**config.mk**
```make
export PLATFORM = sky130hd
export DESIGN_NAME = byte_fifo_wm
export DESIGN_NICKNAME = d
export VERILOG_FILES = /design/src/rtl/fifo_wm_pkg.sv /design/src/rtl/fifo_wm_arb.sv /design/src/rtl/fifo_wm_store.sv /design/src/rtl/fifo_wm_alert.sv /design/src/rtl/byte_fifo_wm.sv
export SDC_FILE = /design/constraint.sdc
export NUM_CORES = 1
export LEC_CHECK = 0
export ABC_AREA = 1
export CAP_MARGIN = 5
export CORE_MARGIN = 4
export CORE_UTILIZATION = 40
export CTS_CLUSTER_SIZE = 40
export DETAILED_ROUTE_END_ITERATION = 10
export GPL_ROUTABILITY_DRIVEN = 0
export SLEW_MARGIN = 15
export SYNTH_ARGS = -nofsm -noshare
export SYNTH_HDL_FRONTEND = slang
export SYNTH_SLANG_ARGS = --single-unit
```
**constraint.sdc**
```tcl
create_clock -name clk -period 8.6 [get_ports clk]
set_input_delay 1.29 -clock clk [delete_from_list [all_inputs] [get_ports clk]]
set_output_delay 1.29 -clock clk [all_outputs]
set_load 0.01 [all_outputs]
```
**src/rtl/fifo_wm_pkg.sv**
```systemverilog
package fifo_wm_pkg;
  // Kind of access presented to the storage in one cycle
  typedef enum logic [1:0] {
    OP_NONE = 2'd0,
    OP_PUSH = 2'd1,
    OP_POP  = 2'd2
  } fifo_op_e;
endpackage

```
**src/rtl/fifo_wm_arb.sv**
```systemverilog
// Chooses one access per cycle; engine first, host parked in a one-entry slot.
module fifo_wm_arb
  import fifo_wm_pkg::*;
#(
  parameter int unsigned DATA_W = 8
) (
  input  logic              clk,
  input  logic              rst_n,
  input  logic              flush_i,
  input  logic              host_push_i,
  input  logic              host_pop_i,
  input  logic [DATA_W-1:0] host_wdata_i,
  input  logic              eng_push_i,
  input  logic              eng_pop_i,
  input  logic [DATA_W-1:0] eng_wdata_i,
  output fifo_op_e          op_o,
  output logic [DATA_W-1:0] op_data_o,
  output logic              op_host_o
);

  fifo_op_e            host_op, eng_op;
  logic                slot_q, slot_d;
  fifo_op_e            slot_op_q, slot_op_d;
  logic [DATA_W-1:0]   slot_data_q, slot_data_d;

  // push wins over pop within one port
  always_comb begin
    host_op = host_push_i ? OP_PUSH : (host_pop_i ? OP_POP : OP_NONE);
    eng_op  = eng_push_i  ? OP_PUSH : (eng_pop_i  ? OP_POP : OP_NONE);
  end

  always_comb begin
    op_o        = OP_NONE;
    op_data_o   = eng_wdata_i;
    op_host_o   = 1'b0;
    slot_d      = slot_q;
    slot_op_d   = host_op;
    slot_data_d = host_wdata_i;
    if (flush_i) begin
      slot_d = 1'b0;
    end else if (eng_op != OP_NONE) begin
      op_o = eng_op;
      if (!slot_q && host_op != OP_NONE) begin
        slot_d = 1'b1;
      end
    end else if (slot_q) begin
      op_o      = slot_op_q;
      op_data_o = slot_data_q;
      op_host_o = 1'b1;
      slot_d    = (host_op != OP_NONE);
    end else if (host_op != OP_NONE) begin
      op_o      = host_op;
      op_data_o = host_wdata_i;
      op_host_o = 1'b1;
    end
  end

  logic slot_load;
  assign slot_load = slot_d && !(slot_q && eng_op != OP_NONE);

  always_ff @(posedge clk or negedge rst_n) begin
    if (!rst_n) slot_q <= 1'b0;
    else        slot_q <= slot_d;
  end

  always_ff @(posedge clk) begin
    if (slot_load) begin
      slot_op_q   <= slot_op_d;
      slot_data_q <= slot_data_d;
    end
  end

endmodule

```
**src/rtl/fifo_wm_store.sv**
```systemverilog
// Circular byte store with fill count, sticky overflow and per-port read registers.
module fifo_wm_store
  import fifo_wm_pkg::*;
#(
  parameter int unsigned DATA_W = 8,
  parameter int unsigned DEPTH  = 64,
  localparam int unsigned PTR_W = $clog2(DEPTH),
  localparam int unsigned CNT_W = PTR_W + 1
) (
  input  logic              clk,
  input  logic              rst_n,
  input  logic              flush_i,
  input  fifo_op_e          op_i,
  input  logic [DATA_W-1:0] op_data_i,
  input  logic              op_host_i,
  output logic [CNT_W-1:0]  count_o,
  output logic              overflow_o,
  output logic [DATA_W-1:0] host_rdata_o,
  output logic [DATA_W-1:0] eng_rdata_o
);

  logic [DATA_W-1:0] mem_q [DEPTH];
  logic [PTR_W-1:0]  wr_ptr_q, wr_ptr_d, rd_ptr_q, rd_ptr_d;
  logic [CNT_W-1:0]  count_q, count_d;
  logic              ovf_q, ovf_d;
  logic              is_full, is_empty, do_wr, do_rd, drop;
  logic [DATA_W-1:0] head;

  always_comb begin
    is_full  = (count_q == CNT_W'(DEPTH));
    is_empty = (count_q == '0);
    do_wr    = (op_i == OP_PUSH) && !is_full  && !flush_i;
    do_rd    = (op_i == OP_POP)  && !is_empty && !flush_i;
    drop     = (op_i == OP_PUSH) &&  is_full  && !flush_i;
    head     = mem_q[rd_ptr_q];
  end

  always_comb begin
    wr_ptr_d = wr_ptr_q;
    rd_ptr_d = rd_ptr_q;
    count_d  = count_q;
    ovf_d    = ovf_q | drop;
    if (flush_i) begin
      wr_ptr_d = '0;
      rd_ptr_d = '0;
      count_d  = '0;
      ovf_d    = 1'b0;
    end else if (do_wr) begin
      wr_ptr_d = wr_ptr_q + PTR_W'(1);
      count_d  = count_q + CNT_W'(1);
    end else if (do_rd) begin
      rd_ptr_d = rd_ptr_q + PTR_W'(1);
      count_d  = count_q - CNT_W'(1);
    end
  end

  always_ff @(posedge clk or negedge rst_n) begin
    if (!rst_n) begin
      wr_ptr_q <= '0;
      rd_ptr_q <= '0;
      count_q  <= '0;
      ovf_q    <= 1'b0;
    end else begin
      wr_ptr_q <= wr_ptr_d;
      rd_ptr_q <= rd_ptr_d;
      count_q  <= count_d;
      ovf_q    <= ovf_d;
    end
  end

  always_ff @(posedge clk) begin
    if (do_wr) mem_q[wr_ptr_q] <= op_data_i;
  end

  always_ff @(posedge clk or negedge rst_n) begin
    if (!rst_n) begin
      host_rdata_o <= '0;
      eng_rdata_o  <= '0;
    end else begin
      if (do_rd &&  op_host_i) host_rdata_o <= head;
      if (do_rd && !op_host_i) eng_rdata_o  <= head;
    end
  end

  assign count_o    = count_q;
  assign overflow_o = ovf_q;

endmodule

```
**src/rtl/fifo_wm_alert.sv**
```systemverilog
// Status flags, water-level alerts and their rising-edge events.
module fifo_wm_alert #(
  parameter int unsigned DEPTH = 64,
  parameter int unsigned LVL_W = 6,
  localparam int unsigned CNT_W = $clog2(DEPTH) + 1
) (
  input  logic             clk,
  input  logic             rst_n,
  input  logic [CNT_W-1:0] count_i,
  input  logic [LVL_W-1:0] level_i,
  output logic             empty_o,
  output logic             full_o,
  output logic             hi_o,
  output logic             lo_o,
  output logic             hi_pulse_o,
  output logic             lo_pulse_o
);

  logic [CNT_W-1:0] space, level_ext;
  logic             hi_seen_q, lo_seen_q;

  always_comb begin
    space      = CNT_W'(DEPTH) - count_i;
    level_ext  = CNT_W'(level_i);
    empty_o    = (count_i == '0);
    full_o     = (count_i == CNT_W'(DEPTH));
    hi_o       = (space <= level_ext);
    lo_o       = (count_i <= level_ext);
    hi_pulse_o = hi_o & ~hi_seen_q;
    lo_pulse_o = lo_o & ~lo_seen_q;
  end

  // Reset values match the flags of an empty buffer, so leaving reset is silent.
  always_ff @(posedge clk or negedge rst_n) begin
    if (!rst_n) begin
      hi_seen_q <= 1'b0;
      lo_seen_q <= 1'b1;
    end else begin
      hi_seen_q <= hi_o;
      lo_seen_q <= lo_o;
    end
  end

endmodule

```
**src/rtl/byte_fifo_wm.sv**
```systemverilog
module byte_fifo_wm
  import fifo_wm_pkg::*;
#(
  parameter int unsigned DATA_W = 8,
  parameter int unsigned DEPTH  = 64,
  parameter int unsigned LVL_W  = 6,
  localparam int unsigned CNT_W = $clog2(DEPTH) + 1
) (
  input  logic              clk,
  input  logic              rst_n,
  input  logic              flush_i,
  input  logic [LVL_W-1:0]  water_level_i,
  input  logic              host_push_i,
  input  logic              host_pop_i,
  input  logic [DATA_W-1:0] host_wdata_i,
  output logic [DATA_W-1:0] host_rdata_o,
  input  logic              eng_push_i,
  input  logic              eng_pop_i,
  input  logic [DATA_W-1:0] eng_wdata_i,
  output logic [DATA_W-1:0] eng_rdata_o,
  output logic [CNT_W-1:0]  fill_len_o,
  output logic              empty_o,
  output logic              full_o,
  output logic              hi_alert_o,
  output logic              lo_alert_o,
  output logic              overflow_o,
  output logic              hi_alert_pulse_o,
  output logic              lo_alert_pulse_o
);

  fifo_op_e          op;
  logic [DATA_W-1:0] op_data;
  logic              op_host;

  fifo_wm_arb #(.DATA_W(DATA_W)) arb_i (
    .clk          (clk),
    .rst_n        (rst_n),
    .flush_i      (flush_i),
    .host_push_i  (host_push_i),
    .host_pop_i   (host_pop_i),
    .host_wdata_i (host_wdata_i),
    .eng_push_i   (eng_push_i),
    .eng_pop_i    (eng_pop_i),
    .eng_wdata_i  (eng_wdata_i),
    .op_o         (op),
    .op_data_o    (op_data),
    .op_host_o    (op_host)
  );

  fifo_wm_store #(.DATA_W(DATA_W), .DEPTH(DEPTH)) store_i (
    .clk          (clk),
    .rst_n        (rst_n),
    .flush_i      (flush_i),
    .op_i         (op),
    .op_data_i    (op_data),
    .op_host_i    (op_host),
    .count_o      (fill_len_o),
    .overflow_o   (overflow_o),
    .host_rdata_o (host_rdata_o),
    .eng_rdata_o  (eng_rdata_o)
  );

  fifo_wm_alert #(.DEPTH(DEPTH), .LVL_W(LVL_W)) alert_i (
    .clk        (clk),
    .rst_n      (rst_n),
    .count_i    (fill_len_o),
    .level_i    (water_level_i),
    .empty_o    (empty_o),
    .full_o     (full_o),
    .hi_o       (hi_alert_o),
    .lo_o       (lo_alert_o),
    .hi_pulse_o (hi_alert_pulse_o),
    .lo_pulse_o (lo_alert_pulse_o)
  );

endmodule

```
==> metrics.json <==
{
  "run_status": {"value": "completed"},
  "cp_data_required_time": {"value": 8840, "unit": "ps"},
  "tritoncts": {"value": "yes"},
  "grt_pass1_wl": {"value": 95500, "unit": "um"},
  "reg2reg_from": {"value": "arb_i.slot_q"},
  "cts_root_buf": {"value": "sky130_fd_sc_hd__clkbuf_16"},
  "avgRoutedWirePerCell": {"value": 20.2, "unit": "um"},
  "initial_core_util": {"value": 40.7, "unit": "%"},
  "timing.final.crit_share": {"value": 57.4, "unit": "%"},
  "die_span_in_x": {"value": 254, "unit": "um"},
  "worst_slew_pin_slew": {"value": 1230, "unit": "ps"},
  "antennaDiodeCount": {"value": 0},
  "crit_path_end_kind": {"value": "register"},
  "critical_path.max_fanout": {"value": 13},
  "detailed_route_vias_per_instance": {"value": 5.29},
  "start_point_of_the_worst_min_delay_path": {"value": "store_i.host_rdata_o[2]"},
  "timing.final.crit_period": {"value": 4940, "unit": "ps"},
  "fillCellCount": {"value": 5512},
  "post_cts_hold_buffer_count": {"value": 0},
  "synthesis.area": {"value": 24200, "unit": "um2"},
  "slew_violations": {"value": 0},
  "grt_pass1_vias": {"value": 16322},
  "postRouteWirelength": {"value": 63000, "unit": "um"},
  "ys_seq_area_share": {"value": 68.8, "unit": "%"},
  "synthDominantAreaCellType": {"value": "sky130_fd_sc_hd__edfxtp_1"},
  "power_density": {"value": 259, "unit": "nW/um2"},
  "clk_pin_slew_worst_paths": {"value": 60, "unit": "ps"},
  "clock_insertion_delay_worst_skew": {"value": 620, "unit": "ps"},
  "antenna_violations_before_repair": {"value": 0},
  "ios": {"value": 59},
  "startpoint": {"value": "flush_i"},
  "grt_max_degree": {"value": 153},
  "synth_commonest_cells": {"value": "sky130_fd_sc_hd__nand2_1 (721), sky130_fd_sc_hd__edfxtp_1 (522), sky130_fd_sc_hd__nor2_1 (290)"},
  "yosysUniqueCellTypes": {"value": 43},
  "post_cts.repair.setup_buffers": {"value": 0},
  "regToRegSetupSlack": {"value": 4580, "unit": "ps"},
  "htree_levels": {"value": 2},
  "whs": {"value": 505, "unit": "ps"},
  "setup.worst_path.start_class": {"value": "input port"},
  "ys_seq_elements": {"value": 561},
  "drtIter0Drc": {"value": 1647},
  "row_count": {"value": 89},
  "synth-edff-count": {"value": 522},
  "setup-violations-final": {"value": 0},
  "post-route-drc-count": {"value": 0},
  "type_of_the_worst_setup_path": {"value": "input port to register"},
  "irDropWorstVdd": {"value": 199, "unit": "uV"},
  "design.die.area": {"value": 64500, "unit": "um2"},
  "synth_top_flop_cell": {"value": "sky130_fd_sc_hd__edfxtp_1"},
  "tritoncts.num_buffers": {"value": 55},
  "yosys-top-cells-area": {"value": "sky130_fd_sc_hd__edfxtp_1 (65%), sky130_fd_sc_hd__nand2_1 (11%), sky130_fd_sc_hd__nand3_1 (4.9%)"},
  "setup-tns-final": {"value": 0, "unit": "ps"},
  "final_layout_size_suffix_gt1_share": {"value": 6.59, "unit": "%"},
  "holdCritPathClass": {"value": "register to register"},
  "vias": {"value": 16447},
  "critical_path_arrival": {"value": 5180, "unit": "ps"},
  "ctsLongestPathBuffers": {"value": 3},
  "hpwl": {"value": 37300, "unit": "um"},
  "area_delta_synth_final": {"value": 12.5, "unit": "%"},
  "synth_top_area_share": {"value": 64.8, "unit": "%"},
  "worst_clock_skew": {"value": 23.5, "unit": "ps"},
  "placedCellCount": {"value": 3009},
  "drt_pass1_iterations": {"value": 6},
  "dp_worst_setup_slack": {"value": 3130, "unit": "ps"},
  "fraction_of_synthesis_flops_using_an_asynchronous_set_or_reset_pin": {"value": 6.95, "unit": "%"},
  "cap_viol_max_count": {"value": 0},
  "placement.io_buffers": {"value": 58},
  "setup_ws": {"value": 3660, "unit": "ps"},
  "synth_area_per_cell": {"value": 10.6, "unit": "um2"},
  "post-layout-total-power": {"value": 7.06, "unit": "mW"},
  "ys_warn_count": {"value": 0},
  "yosysMostFrequentCell": {"value": "sky130_fd_sc_hd__nand2_1"},
  "post_syn_nets": {"value": 2324},
  "worst_slew_margin_rel": {"value": 18.0, "unit": "%"},
  "die_h": {"value": 254, "unit": "um"},
  "grtUsageTotal": {"value": 19.4, "unit": "%"},
  "hold_violations": {"value": 0},
  "reported_leakage_power": {"value": 10.1, "unit": "nW"},
  "postRouteAntennaNets": {"value": 0},
  "core_region_area": {"value": 59500, "unit": "um2"},
  "setup_repair_after_global_routing_missed_its_margin": {"value": "no"},
  "fmaxAchievable": {"value": 203, "unit": "MHz"},
  "syn_inst": {"value": 2274},
  "nNetsFinal": {"value": 2343},
  "post_cts_resize_count": {"value": 0},
  "overflow": {"value": 0},
  "final_cells": {"value": 3111},
  "cts.sink_count": {"value": 561}
}
[kinds of logic (layout without fill, tap and decap cells)]
| kind of cell | after synthesis | after routing | synth area share, % |
|---|---|---|---|
| and+or+nand+nor | 1294 | 1294 | 21.9 |
| DFF | 561 | 561 | 68.8 |
| buffers and inverters | 223 | 287 | 4.15 |
| AOI/OAI and AO/OA | 166 | 166 | 3.63 |
| adders and majority gates | 21 | 21 | 1.12 |
| xor gates and xnor gates | 9 | 9 | 0.326 |
[metal layers]
| layer | GRT usage (%) | vias to the layer above | wire (um) |
|---|---|---|---|
| li1 | - | 7738 | - |
| met1 | 26.8 | 7957 | 26900 |
| met2 | 31.8 | 644 | 29700 |
| met3 | 3.08 | 108 | 4870 |
| met4 | 5.92 | 0 | 1550 |
| met5 | 0 | - | 0 |
[stage by stage]
stage               util (%)  area, um2
global placement        42.6      25300
floorplan                  -      24200
global route            45.8      27200
finish                  45.8      27200
CTS                     45.7      27200
detailed placement      42.6      25300
[cells in the final DEF (no fill, tap or decap), drive strengths merged, types with 2 or more instances in the layout]
master / count
nand2: 722
edfxtp: 522
nor2: 294
nand3: 240
o21ai: 95
inv: 95
clkbuf: 63
clkdlybuf4s50: 57
a21oi: 51
dfrtp: 38
clkinv: 38
buf: 23
ha: 20
nor3: 19
o22ai: 12
bufinv: 9
nand4: 9
xor2: 7
nor4: 6
or2: 4
a31oi: 3
xnor2: 2
clkinvlp: 2
[power by group]
group,switching [mW],leakage (nW),internal [mW]
combinational,0.945,4.02,0.470
sequential,0.101,5.20,3.07
clock,1.03,0.907,1.44
[final cells by class]
class                   count  area, um2  share of cell area, %
flip-flops and latches    561      16700                   61.2
repair buffers             80        741                   2.72
well taps                 773        967                   3.55
inverters                 105        408                   1.50
multi-input cells        1490       6590                   24.2
clock buffers              63       1410                   5.17
clock inverters            39        443                   1.63
[worst max-delay path, stage by stage]
cell and delay, ps:
sky130_fd_sc_hd__clkdlybuf4s50_1 850, sky130_fd_sc_hd__inv_1 360, sky130_fd_sc_hd__nand3_1 200, sky130_fd_sc_hd__nand2_1 90, sky130_fd_sc_hd__nor2_2 560, sky130_fd_sc_hd__nand4_1 910
sky130_fd_sc_hd__nor2_1 880
[registers in the layout, indices dropped and copies added (netlist names), 2 cells and up]
signal                count
arb_i.slot_data_q         8
arb_i.slot_op_q           2
store_i.count_o           7
store_i.eng_rdata_o       8
store_i.host_rdata_o      8
store_i.mem_q           512
store_i.rd_ptr_q          6
store_i.wr_ptr_q          6
[final timing paths]
path                                      endpoint  cells after the start
max                           store_i.mem_q[34][3]                      7
min                        store_i.host_rdata_o[2]                      2
max reg2reg                   store_i.mem_q[34][3]                      8
min reg2reg                store_i.host_rdata_o[2]                      2
max in group asynchronous      store_i.rd_ptr_q[0]                      1
min in group asynchronous             arb_i.slot_q                      1
(Power assumes the default switching activity.)
